--- src/rtl/i2c_sink_pkg.sv ---
package i2c_sink_pkg;
  typedef enum logic [2:0] {
    ST_IDLE,
    ST_ADDR,
    ST_AACK,
    ST_WDATA,
    ST_WACK,
    ST_RDATA,
    ST_RACK,
    ST_SKIP
  } link_state_t;
endpackage

--- src/rtl/i2c_sink_sync.sv ---
module i2c_sink_sync #(
  parameter int W      = 2,
  parameter int STAGES = 2
) (
  input  logic         clk,
  input  logic         rst_n,
  input  logic [W-1:0] din,
  output logic [W-1:0] q,
  output logic [W-1:0] rise,
  output logic [W-1:0] fall
);
  logic [W-1:0] prev;

  for (genvar g = 0; g < W; g++) begin : g_line
    logic [STAGES-1:0] chain;
    always_ff @(posedge clk) begin
      if (!rst_n) chain <= '1;
      else        chain <= {chain[STAGES-2:0], din[g]};
    end
    assign q[g] = chain[STAGES-1];
  end

  always_ff @(posedge clk) begin
    if (!rst_n) prev <= '1;
    else        prev <= q;
  end

  assign rise = q & ~prev;
  assign fall = ~q & prev;
endmodule

--- src/rtl/i2c_sink_link.sv ---
module i2c_sink_link
  import i2c_sink_pkg::*;
#(
  parameter int          BW      = 8,
  parameter int          SEL_W   = 3,
  parameter logic [3:0]  ADDR_HI = 4'b1100
) (
  input  logic             clk,
  input  logic             rst_n,
  input  logic             scl,
  input  logic             sda,
  input  logic             scl_rise,
  input  logic             scl_fall,
  input  logic             sda_rise,
  input  logic             sda_fall,
  input  logic [SEL_W-1:0] dev_sel,
  input  logic [BW-1:0]    cur_val,
  output logic             sda_oe,
  output logic             commit,
  output logic [BW-1:0]    shadow
);
  localparam int CW = $clog2(BW + 1);
  localparam logic [CW-1:0] FULL = CW'(BW);
  localparam logic [CW-1:0] LAST = CW'(BW - 1);

  link_state_t   state;
  logic [CW-1:0] cnt;
  logic [BW-1:0] rx, tx;
  logic          rd, pending;
  logic          start_ev, stop_ev;
  logic [BW-2:0] my_addr;

  assign start_ev = scl & sda_fall;
  assign stop_ev  = scl & sda_rise;
  assign my_addr  = {ADDR_HI, dev_sel};

  always_ff @(posedge clk) begin
    if (!rst_n) begin
      state <= ST_IDLE; cnt <= '0; rx <= '0; tx <= '0; rd <= 1'b0;
      pending <= 1'b0; sda_oe <= 1'b0; commit <= 1'b0; shadow <= '0;
    end else begin
      commit <= 1'b0;
      if (start_ev) begin
        state <= ST_ADDR; cnt <= '0; sda_oe <= 1'b0; pending <= 1'b0;
      end else if (stop_ev) begin
        state <= ST_IDLE; sda_oe <= 1'b0; pending <= 1'b0;
        if (pending) commit <= 1'b1;
      end else begin
        case (state)
          ST_ADDR, ST_WDATA: begin
            if (scl_rise && cnt < FULL) begin
              rx  <= {rx[BW-2:0], sda};
              cnt <= cnt + 1'b1;
            end else if (scl_fall && cnt == FULL) begin
              if (state == ST_WDATA) begin
                sda_oe <= 1'b1; shadow <= rx; pending <= 1'b1; state <= ST_WACK;
              end else if (rx[BW-1:1] == my_addr) begin
                sda_oe <= 1'b1; rd <= rx[0]; state <= ST_AACK;
              end else begin
                state <= ST_SKIP;
              end
            end
          end
          ST_AACK: if (scl_fall) begin
            cnt <= '0;
            if (rd) begin
              tx <= cur_val; sda_oe <= ~cur_val[BW-1]; state <= ST_RDATA;
            end else begin
              sda_oe <= 1'b0; state <= ST_WDATA;
            end
          end
          ST_WACK: if (scl_fall) begin
            sda_oe <= 1'b0; state <= ST_SKIP;
          end
          ST_RDATA: if (scl_fall) begin
            if (cnt == LAST) begin
              sda_oe <= 1'b0; state <= ST_RACK;
            end else begin
              sda_oe <= ~tx[BW-2]; tx <= tx << 1; cnt <= cnt + 1'b1;
            end
          end
          ST_RACK: begin
            if (scl_rise && sda) state <= ST_SKIP;
            else if (scl_fall) begin
              tx <= cur_val; sda_oe <= ~cur_val[BW-1]; cnt <= '0; state <= ST_RDATA;
            end
          end
          default: ;
        endcase
      end
    end
  end

  // a START always reopens address reception
  a_r8_start_restarts: assert property (@(posedge clk) disable iff (!rst_n)
    start_ev |=> state == ST_ADDR);
  // a STOP returns the link to idle
  a_r10_stop_idles: assert property (@(posedge clk) disable iff (!rst_n)
    (stop_ev && !start_ev) |=> state == ST_IDLE);
  // a foreign address is never acknowledged
  a_r9_no_foreign_ack: assert property (@(posedge clk) disable iff (!rst_n)
    (state == ST_ADDR && scl_fall && cnt == FULL && rx[BW-1:1] != my_addr
     && !start_ev && !stop_ev) |=> !sda_oe);
  // while idle or ignoring the bus, SDA stays released
  a_r9_quiet_when_ignoring: assert property (@(posedge clk) disable iff (!rst_n)
    (state == ST_IDLE || state == ST_SKIP) |-> !sda_oe);
endmodule

--- src/rtl/i2c_sink_port.sv ---
module i2c_sink_port #(
  parameter int         BW          = 8,
  parameter int         SEL_W       = 3,
  parameter int         SYNC_STAGES = 2,
  parameter logic [3:0] ADDR_HI     = 4'b1100
) (
  input  logic             clk,
  input  logic             rst_n,
  input  logic             scl_i,
  input  logic             sda_i,
  input  logic [SEL_W-1:0] dev_sel,
  output logic             sda_oe,
  output logic [BW-1:0]    sink_en
);
  logic [1:0]    ln_q, ln_rise, ln_fall;
  logic          commit;
  logic [BW-1:0] shadow;

  i2c_sink_sync #(.W(2), .STAGES(SYNC_STAGES)) u_sync (
    .clk(clk), .rst_n(rst_n), .din({sda_i, scl_i}),
    .q(ln_q), .rise(ln_rise), .fall(ln_fall)
  );

  i2c_sink_link #(.BW(BW), .SEL_W(SEL_W), .ADDR_HI(ADDR_HI)) u_link (
    .clk(clk), .rst_n(rst_n),
    .scl(ln_q[0]), .sda(ln_q[1]),
    .scl_rise(ln_rise[0]), .scl_fall(ln_fall[0]),
    .sda_rise(ln_rise[1]), .sda_fall(ln_fall[1]),
    .dev_sel(dev_sel), .cur_val(sink_en),
    .sda_oe(sda_oe), .commit(commit), .shadow(shadow)
  );

  always_ff @(posedge clk) begin
    if (!rst_n)      sink_en <= '0;
    else if (commit) sink_en <= shadow;
  end

  // the output register moves only on a STOP commit
  a_r5_commit_only: assert property (@(posedge clk) disable iff (!rst_n)
    (sink_en != $past(sink_en)) |-> $past(commit));

  logic rst_seen;
  always_ff @(posedge clk) rst_seen <= !rst_n;
  // one edge after reset the outputs are all off
  always @(posedge clk) begin
    if (rst_seen) a_r7_reset_clears: assert (sink_en == '0);
  end
endmodule

--- config.mk ---
export PLATFORM = sky130hd
export DESIGN_NAME = i2c_sink_port
export DESIGN_NICKNAME = d
export VERILOG_FILES = /design/src/rtl/i2c_sink_pkg.sv /design/src/rtl/i2c_sink_sync.sv /design/src/rtl/i2c_sink_link.sv /design/src/rtl/i2c_sink_port.sv
export SDC_FILE = /design/constraint.sdc
export NUM_CORES = 1
export LEC_CHECK = 0
export ABC_AREA = 1
export BUFFER_PORTS_ARGS = -buffer_cell sky130_fd_sc_hd__buf_4
export CAP_MARGIN = 20
export CORE_ASPECT_RATIO = 0.75
export CORE_MARGIN = 2
export CORE_UTILIZATION = 35
export CTS_BUF_LIST = sky130_fd_sc_hd__clkbuf_8 sky130_fd_sc_hd__clkbuf_16
export DETAILED_ROUTE_END_ITERATION = 6
export PLACE_DENSITY = 0.58
export SYNTH_ARGS = -nofsm -noshare
export SYNTH_HDL_FRONTEND = slang
export SYNTH_SLANG_ARGS = --single-unit
--- constraint.sdc ---
create_clock -name clk -period 1.35 [get_ports clk]
set_input_delay 0.2025 -clock clk [delete_from_list [all_inputs] [get_ports clk]]
set_output_delay 0.2025 -clock clk [all_outputs]
set_load 0.01 [all_outputs]
==> impl_metrics.env, run 1 <==
export IMPL_clk_pin_slew_worst_paths_ns=0.09
export IMPL_antenna_found_initial=0
export IMPL_path_cells="inv_4 > ha_4 > nand3_4 > nor3_4 > buf_6 > buf_6 > a21oi_2"
export IMPL_hold_path_cell_count=2
export IMPL_clk_latency_ns=0.31
export IMPL_initial_core_util_pct=36.0
export IMPL_multi_input_area_mm2=0.00140
export IMPL_grt_pass1_vias=1979
export IMPL_rows=25
export IMPL_vdd_drop_max_mv=0.663
export IMPL_synth_seq_area_share_pct=42.4
export IMPL_final_cell_mix="buf_4 (55), nor2_1 (54), nand2_1 (53), dfxtp_1 (37), inv_1 (24)"
export IMPL_fin_skew_ns=0.00948
export IMPL_final_common_cell="buf_4"
export IMPL_synthCells=326
export IMPL_overflow=0
export IMPL_die_w_um=96.9
export IMPL_critPathArrivalTime_ns=1.60
export IMPL_dr_total_vias=2253
export IMPL_reg2reg_from="u_link.cnt[1]"
export IMPL_drt_first_pass_iters=4
export IMPL_postRouteAntennaNets=0
export IMPL_critPathSlowestCell="dfxtp_4"
export IMPL_path_buf_inv=3
export IMPL_fillCellCount=605
export IMPL_cellPowerDensity_mw_per_mm2=1370
export IMPL_finalSetupTns_ns=-0.134
export IMPL_maxSlewHeadroom_pct=79.6
export IMPL_critical_path_max_stage_delay_ns=0.37
export IMPL_nets=398
export IMPL_design_die_area_mm2=0.00714
export IMPL_netlist_area_mm2=0.00227
export IMPL_critPathCaptureType="register"
export IMPL_reg2reg_depth=7
export IMPL_syn_area_per_cell_um2=6.95
export IMPL_gp_congestion=0.917
export IMPL_grtUsageTotal_pct=16.9
export IMPL_wl_um=6160
export IMPL_finalCritPeriodShare_pct=103
export IMPL_drc=0
export IMPL_worstHoldPathType="in -> reg"
export IMPL_start_kind="register"
export IMPL_yosysUniqueCellTypes=32
export IMPL_run_status="finished with violations"
export IMPL_ys_ff_latch=48
export IMPL_drive_above_1_share_pct=42.6
export IMPL_htreeDepth=2
export IMPL_drt_iter0_markers=180
export IMPL_io_buffers=15
export IMPL_ff2ff_setup_slack_ns=-0.04
export IMPL_worstReg2RegEnd="u_link.shadow[1]"
export IMPL_power_mw=4.47
export IMPL_worst_ep_required_time_ns=1.55
export IMPL_via_per_inst=4.78
export IMPL_fin_ws_ns=-0.0417
export IMPL_dp_hpwl_um=4170
export IMPL_fmax_mhz=719
export IMPL_violations="negative setup slack"
export IMPL_finalSetupViolations=9
export IMPL_fp_dieH_um=73.7
export IMPL_grt_pass1_wl_um=9500
export IMPL_regArea_um2=990
export IMPL_min_to="u_sync.g_line[0].chain[0]"
export IMPL_hold_viol_final=0
export IMPL_cp_top_family="simple AND/OR/NAND/NOR gates"
export IMPL_cp_common_cell="buf_6"
export IMPL_yosys_warnings=0
export IMPL_clockRootBuffer="clkbuf_8"
export IMPL_grt_max_degree=23
export IMPL_slew_violations=0
export IMPL_num_antenna_cells=0
export IMPL_cp_max_fo=6
export IMPL_num_io_pins=16
export IMPL_numCtsBuffers=5
export IMPL_drv_cap=0
export IMPL_drt_wirelength_per_cell_um=13.1
export IMPL_hold_path_startpoint="scl_i"
export IMPL_cts_sinks=48
export IMPL_area_growth_syn_to_layout_pct=44.5
export IMPL_syn_nets=335
export IMPL_pre_cts_slack_ns=-0.192
export IMPL_period_needed_ns=1.39
export IMPL_p_leak_nw=1.51
export IMPL_cts_buffer_depth=2
export IMPL_core_area_mm2=0.00629
export IMPL_rsz0062_at_grt="yes"
export IMPL_path_class="reg -> reg"
export IMPL_max_slew_worst_pin_slew_ns=0.304
export IMPL_cts_tree="built"
layer usage:
layer  part of all wire (%)  global-route usage [%]  vias to the layer above
li1                       -                       -                     1165
met1                     52                    24.7                     1033
met2                     42                    24.1                       44
met3                    4.5                    4.57                       11
met4                    1.6                    5.01                        0
met5                      0                       0                        -
worst max path at each step:
stage               startpoint          endpoint  slack (ns)  depth (start not counted)
2_1_floorplan    u_link.cnt[0]   u_link.state[1]       0.006                          9
3_3_place_gp     u_link.cnt[0]      u_link.tx[0]       -0.15                          7
3_5_place_dp     u_link.cnt[0]      u_link.tx[0]       -0.19                          7
4_1_cts          u_link.cnt[0]      u_link.tx[2]      -0.004                          8
5_1_grt        u_link.state[0]   u_link.state[2]       -0.11                         10
6_report         u_link.cnt[1]  u_link.shadow[1]       -0.04                          7
power breakdown:
part	switching (mW)	internal, mW	leakage (nW)
Combinational	0.958	0.738	1.07
Clock	0.503	0.549	0.0541
Sequential	0.144	1.58	0.395
worst reg2reg max path, cell delays in order (launching register included):
cell and delay [ns]:
dfxtp_4 0.37, inv_4 0.06, ha_4 0.14, nand3_4 0.08, nor3_4 0.31, buf_6 0.18
buf_6 0.10, a21oi_2 0.05
synthesized netlist by cell type (all sizes together):
cell | count | share of area [%]
nand2 | 71 | 13
buf | 5 | 1.9
a21oi | 16 | 3.5
o21bai | 1 | 0.33
o21a | 1 | 0.33
o21ai | 38 | 8.6
o211ai | 1 | 0.33
nand4 | 3 | 0.83
ha | 2 | 1.1
clkinv | 1 | 0.22
nand3 | 19 | 5.2
nand3b | 1 | 0.33
nor3b | 1 | 0.33
dfxtp | 48 | 42
or2 | 5 | 1.4
nor3 | 3 | 1.2
nor2 | 72 | 13
inv | 35 | 5.9
clkbuf | 3 | 0.50
cell families after synthesis:
family,count (synthesis),synth area share [%]
compound gates,57,13.1
fa+ha+maj,2,1.10
buf+inv,44,8.50
simple gates,175,34.9
flops,48,42.4
cell type report:
type | instances | share of cell area, %
inverter | 36 | 4.66
clock inverter | 3 | 1.30
clock buffer | 5 | 2.10
tap | 81 | 3.10
sequential | 48 | 30.2
multi-input combinational | 234 | 42.9
timing repair buffer | 64 | 15.7
through the flow:
step                std cells  util, %  hold WS, ns  area (um2)
finish                    471     52.1       0.0812        3270
global route              471     52.1       0.0625        3270
CTS                       468     47.8       0.0700        3000
detailed placement        454     43.4        0.393        2730
global placement          454     43.4        0.389        2730
floorplan                 326        -        0.309        2270
flip-flops by register name, summed over array words and instances (netlist names):
register and cells:
u_link.pending 1, u_link.rd 1, u_sync.prev 2, u_link.sda_oe 1, u_link.cnt 4, u_link.shadow 8, u_link.rx 8, u_link.state 3
u_link.tx 7, u_link.commit 1, sink_en 8, u_sync.g_line.chain 4
repair_timing:
action	in CTS	in global routing
pin swaps	10	25
hold buffers	0	0
endpoints found under the setup margin	32	32
setup buffers	6	4
gates resized for setup	36	88
Note: power is estimated with default switching activity, not from simulation.
==> inputs of run 2 (changes only) <==
--- a/config.mk
+++ b/config.mk
@@ -8,11 +8,11 @@
 export ABC_AREA = 1
 export BUFFER_PORTS_ARGS = -buffer_cell sky130_fd_sc_hd__buf_4
 export CAP_MARGIN = 20
-export CORE_ASPECT_RATIO = 0.75
 export CORE_MARGIN = 2
 export CORE_UTILIZATION = 35
 export CTS_BUF_LIST = sky130_fd_sc_hd__clkbuf_8 sky130_fd_sc_hd__clkbuf_16
 export DETAILED_ROUTE_END_ITERATION = 6
+export GPL_TIMING_DRIVEN = 0
 export PLACE_DENSITY = 0.58
 export SYNTH_ARGS = -nofsm -noshare
 export SYNTH_HDL_FRONTEND = slang
==> impl_metrics.env, run 2 (synthesized netlist as in run 1, its figures left out) <==
export IMPL_cts_sinks=48
export IMPL_fillCellCount=684
export IMPL_dpl_cell_count=417
export IMPL_drt_iter0_markers=94
export IMPL_num_io_pins=16
export IMPL_grt_pass1_wl_um=8950
export IMPL_clk_latency_ns=0.30
export IMPL_final_common_cell="nand2_1"
export IMPL_multi_input_area_mm2=0.00132
export IMPL_maxSlewHeadroom_pct=67.6
export IMPL_stdcell_count=438
export IMPL_p_leak_nw=1.35
export IMPL_start_kind="register"
export IMPL_worstHoldPathType="in -> reg"
export IMPL_finalCritPeriodShare_pct=105
export IMPL_design_die_area_mm2=0.00713
export IMPL_hold_path_startpoint="sda_i"
export IMPL_via_per_inst=4.82
export IMPL_wl_um=5230
export IMPL_gp_congestion=0.851
export IMPL_fp_dieH_um=84.5
export IMPL_drv_cap=0
export IMPL_critPathArrivalTime_ns=1.63
export IMPL_path_cells="buf_6 > inv_6 > nand3_4 > nand2_4 > o21ai_4 > nand4_1 > buf_6 > a21oi_2 > nor2_1"
export IMPL_final_cell_mix="nand2_1 (61), nor2_1 (58), dfxtp_1 (40), inv_1 (26), buf_4 (26)"
export IMPL_clk_pin_slew_worst_paths_ns=0.09
export IMPL_io_buffers=14
export IMPL_vdd_drop_max_mv=0.569
export IMPL_fin_ws_ns=-0.0735
export IMPL_critical_path_max_stage_delay_ns=0.33
export IMPL_dp_hpwl_um=3770
export IMPL_regArea_um2=978
export IMPL_grt_pass1_vias=2001
export IMPL_rsz0062_at_grt="yes"
export IMPL_reg2reg_from="u_link.state[1]"
export IMPL_drt_wirelength_per_cell_um=11.9
export IMPL_pre_cts_slack_ns=-0.214
export IMPL_ff2ff_setup_slack_ns=-0.07
export IMPL_nets=369
export IMPL_cts_buffer_depth=2
export IMPL_core_area_mm2=0.00631
export IMPL_die_w_um=84.5
export IMPL_power_mw=3.89
export IMPL_crit_path_start="u_link.state[1]"
export IMPL_hold_viol_final=0
export IMPL_cp_max_fo=7
export IMPL_cellPowerDensity_mw_per_mm2=1340
export IMPL_cts_hold_buf=0
export IMPL_max_slew_worst_pin_slew_ns=0.487
export IMPL_initial_core_util_pct=35.9
export IMPL_run_status="finished with violations"
export IMPL_critPathCaptureType="register"
export IMPL_slew_violations=0
export IMPL_grt_max_degree=15
export IMPL_fmax_mhz=702
export IMPL_critPathSlowestCell="dfxtp_2"
export IMPL_period_needed_ns=1.42
export IMPL_dr_total_vias=2110
export IMPL_rows=29
export IMPL_drc=0
export IMPL_grtUsageTotal_pct=15.3
export IMPL_worst_ep_required_time_ns=1.55
export IMPL_cts_tree="built"
export IMPL_fin_skew_ns=0.00892
export IMPL_num_antenna_cells=0
export IMPL_finalSetupTns_ns=-0.834
export IMPL_reg_top3="sink_en x8, u_link.rx x8, u_link.shadow x8"
export IMPL_path_class="reg -> reg"
export IMPL_violations="negative setup slack"
export IMPL_postRouteAntennaNets=0
export IMPL_overflow=0
export IMPL_numCtsBuffers=5
export IMPL_antenna_found_initial=0
export IMPL_drive_above_1_share_pct=30.7
export IMPL_cp_common_cell="buf_6"
export IMPL_drt_first_pass_iters=4
export IMPL_finalSetupViolations=22
export IMPL_clockRootBuffer="clkbuf_8"
export IMPL_area_growth_syn_to_layout_pct=28.4
export IMPL_htreeDepth=2
export IMPL_whs_ns=0.0895
[run 2: cell count changes in the layout (fill, tap and decap cells not counted), sizes merged]
| cell | previous run | this run |
|---|---|---|
| buf | 64 | 32 |
| clkbuf | 5 | 9 |
| bufinv | 1 | 0 |
| clkinv | 1 | 2 |
| inv | 36 | 35 |
[run 2: critical path: cells and delay by family (launching register included)]
| kind | cells | cell delay [ns] |
|---|---|---|
| buf+inv | 3 | 0.35 |
| flops | 1 | 0.33 |
| compound gates | 2 | 0.28 |
| simple gates | 4 | 0.37 |
[run 2: area by class of cell]
cell class              count  share of cell area (%)
clock inverters             2                   0.387
repair buffers             27                    7.10
well taps                  77                    3.31
plain buffers               8                    2.11
clock buffers               6                    2.84
flip-flops and latches     48                    33.6
multi-input cells         234                    45.3
inverters                  36                    5.29
[run 2: metal layers]
metal	up-vias	part of all wire, %	GRT usage, %
met2	26	50	28.0
met3	5	2.7	2.26
li1	1099	-	-
met1	980	46	18.9
met4	0	0.80	3.46
met5	-	0	0
[run 2: what timing repair did]
action	CTS	global route
setup buffers	11	1
gates resized for setup	51	35
cloned	1	0
hold endpoints to repair	0	0
endpoints found under the setup margin	33	33
pin swaps	19	17
[run 2: power breakdown]
part	switching, mW	leakage, nW	total [mW]	internal [mW]
Sequential	0.124	0.393	1.70	1.58
Clock	0.477	0.0486	0.887	0.410
Combinational	0.782	0.906	1.30	0.518
Total	1.38	1.35	3.89	2.50
[run 2: final timing paths]
| check | cells after the start | end |
|---|---|---|
| min | 2 | u_sync.g_line[1].chain[0] |
| max reg2reg | 9 | u_link.tx[0] |
| min reg2reg | 1 | u_sync.g_line[0].chain[1] |
| max | 9 | u_link.tx[0] |
[run 2: through the flow]
stage / utilization (%) / instance area [um2]
floorplan: - / 2270
global route: 46.1 / 2910
detailed placement: 39.1 / 2470
CTS: 44.3 / 2800
global placement: 39.1 / 2470
finish: 46.1 / 2910
==> inputs of run 3 (changes only) <==
--- a/config.mk
+++ b/config.mk
@@ -12,8 +12,8 @@
 export CORE_UTILIZATION = 35
 export CTS_BUF_LIST = sky130_fd_sc_hd__clkbuf_8 sky130_fd_sc_hd__clkbuf_16
 export DETAILED_ROUTE_END_ITERATION = 6
-export GPL_TIMING_DRIVEN = 0
 export PLACE_DENSITY = 0.58
+export SKIP_LAST_GASP = 1
 export SYNTH_ARGS = -nofsm -noshare
 export SYNTH_HDL_FRONTEND = slang
 export SYNTH_SLANG_ARGS = --single-unit
==> impl_metrics.env, run 3 (synthesized netlist as in run 1, its figures left out) <==
export IMPL_finalCritPeriodShare_pct=103
export IMPL_drive_above_1_share_pct=39.4
export IMPL_critical_path_max_stage_delay_ns=0.39
export IMPL_clk_latency_ns=0.29
export IMPL_grt_pass1_vias=2137
export IMPL_cts_tree="built"
export IMPL_path_class="reg -> reg"
export IMPL_violations="negative setup slack"
export IMPL_crit_path_start="u_link.state[2]"
export IMPL_slew_violations=0
export IMPL_fin_skew_ns=0.00676
export IMPL_start_kind="register"
export IMPL_stdcell_count=460
export IMPL_drc=0
export IMPL_drt_iter0_markers=102
export IMPL_cp_max_fo=6
export IMPL_fin_ws_ns=-0.0352
export IMPL_hold_path_startpoint="sda_i"
export IMPL_max_slew_worst_pin_slew_ns=0.311
export IMPL_final_cell_mix="nand2_1 (58), nor2_1 (56), buf_4 (48), dfxtp_1 (38), inv_1 (24)"
export IMPL_critPathSlowestCell="dfxtp_4"
export IMPL_num_io_pins=16
export IMPL_reg_top3="sink_en x8, u_link.rx x8, u_link.shadow x8"
export IMPL_cp_common_cell="nand2_1"
export IMPL_grt_pass1_wl_um=9510
export IMPL_ff2ff_setup_slack_ns=-0.04
export IMPL_wl_um=5690
export IMPL_run_status="finished with violations"
export IMPL_worstReg2RegEnd="u_link.cnt[2]"
export IMPL_p_leak_nw=1.48
export IMPL_fillCellCount=640
export IMPL_die_w_um=84.5
export IMPL_grtUsageTotal_pct=16.1
export IMPL_fp_dieH_um=84.5
export IMPL_dpl_cell_count=440
export IMPL_maxSlewHeadroom_pct=79.2
export IMPL_io_buffers=15
export IMPL_num_antenna_cells=0
export IMPL_reg2reg_from="u_link.state[2]"
export IMPL_drv_cap=0
export IMPL_vdd_drop_max_mv=0.618
export IMPL_critPathArrivalTime_ns=1.62
export IMPL_power_mw=4.31
export IMPL_postRouteAntennaNets=0
export IMPL_overflow=0
export IMPL_area_growth_syn_to_layout_pct=40.6
export IMPL_drt_first_pass_iters=5
export IMPL_cts_hold_buf=0
export IMPL_period_needed_ns=1.39
export IMPL_design_die_area_mm2=0.00713
export IMPL_pre_cts_slack_ns=-0.189
export IMPL_cts_sinks=48
export IMPL_core_area_mm2=0.00631
export IMPL_htreeDepth=2
export IMPL_clk_pin_slew_worst_paths_ns=0.09
export IMPL_rows=29
export IMPL_worst_ep_required_time_ns=1.59
export IMPL_gp_congestion=0.849
export IMPL_rsz0062_at_grt="yes"
export IMPL_final_util_pct=50.5
export IMPL_finalSetupViolations=7
export IMPL_cellPowerDensity_mw_per_mm2=1350
export IMPL_final_common_cell="nand2_1"
export IMPL_fmax_mhz=722
export IMPL_initial_core_util_pct=35.9
export IMPL_hold_viol_final=0
export IMPL_nets=391
export IMPL_worstHoldPathType="in -> reg"
export IMPL_numCtsBuffers=5
export IMPL_path_cells="buf_12 > nor2_4 > nand2_1 > inv_1 > a21oi_4 > nand2_4 > buf_6 > nand2_1 > a21oi_2"
export IMPL_cts_buffer_depth=2
export IMPL_via_per_inst=4.81
export IMPL_whs_ns=0.0853
export IMPL_crit_end="u_link.cnt[2]"
export IMPL_dr_total_vias=2213
export IMPL_grt_max_degree=33
export IMPL_antenna_found_initial=0
export IMPL_clockRootBuffer="clkbuf_8"
export IMPL_reg2reg_depth=9
export IMPL_drt_wirelength_per_cell_um=12.4
export IMPL_dp_hpwl_um=3960
export IMPL_critPathCaptureType="register"
-- run 3: what timing repair did --
item / CTS / global route
endpoints found under the setup margin: 31 / 30
resized for setup: 31 / 73
pin swaps: 12 / 13
cloned: 0 / 1
buffers inserted: 5 / 6
endpoints found under the hold margin: 0 / 0
-- run 3: per-layer routing --
| layer | global-route usage (%) | part of all wire (%) | routed length, um | up-vias |
|---|---|---|---|---|
| met5 | 0 | 0 | 0 | - |
| met4 | 4.76 | 0.47 | 27 | 0 |
| met3 | 2.56 | 2.6 | 149 | 2 |
| met2 | 28.6 | 52 | 2970 | 34 |
| met1 | 20.2 | 45 | 2540 | 1026 |
| li1 | - | - | - | 1151 |
-- run 3: worst max-delay path: cells and delay by family, from the launching register on --
family | cells | cell delay [ns]
flops | 1 | 0.39
buf+inv | 3 | 0.38
simple gates | 4 | 0.37
compound gates | 2 | 0.18
-- run 3: worst min path at each step --
stage / endpoint / slack (ns) / cells past startpoint
after floorplan: u_sync.g_line[0].chain[0] / 0.31 / 1
after global placement: u_sync.g_line[1].chain[0] / 0.39 / 2
after detailed placement: u_sync.g_line[1].chain[0] / 0.39 / 2
after global routing: u_sync.g_line[1].chain[0] / 0.08 / 2
after CTS: u_sync.g_line[1].chain[0] / 0.08 / 2
final: u_sync.g_line[1].chain[0] / 0.09 / 2
-- run 3: area by class of cell --
type	count	area, um2	share of cell area, %
multi-input cells	234	1370	43.0
inverters	36	149	4.67
well taps	77	96.3	3.02
repair buffers	57	473	14.8
clock inverters	3	46.3	1.45
clock buffers	5	68.8	2.16
flip-flops and latches	48	981	30.8
-- run 3: power by group --
group | internal [mW] | switching [mW]
combinational | 0.674 | 0.843
clock | 0.558 | 0.494
sequential | 1.58 | 0.162
total | 2.81 | 1.50
-- run 3: through the flow --
| step | cell area (um2) | TNS (ns) |
|---|---|---|
| final | 3190 | -0.123 |
| after CTS | 2930 | -0.0920 |
| after global placement | 2670 | -1.89 |
| after detailed placement | 2670 | -2.72 |
| after floorplan | 2270 | 0 |
| after global routing | 3190 | -1.91 |
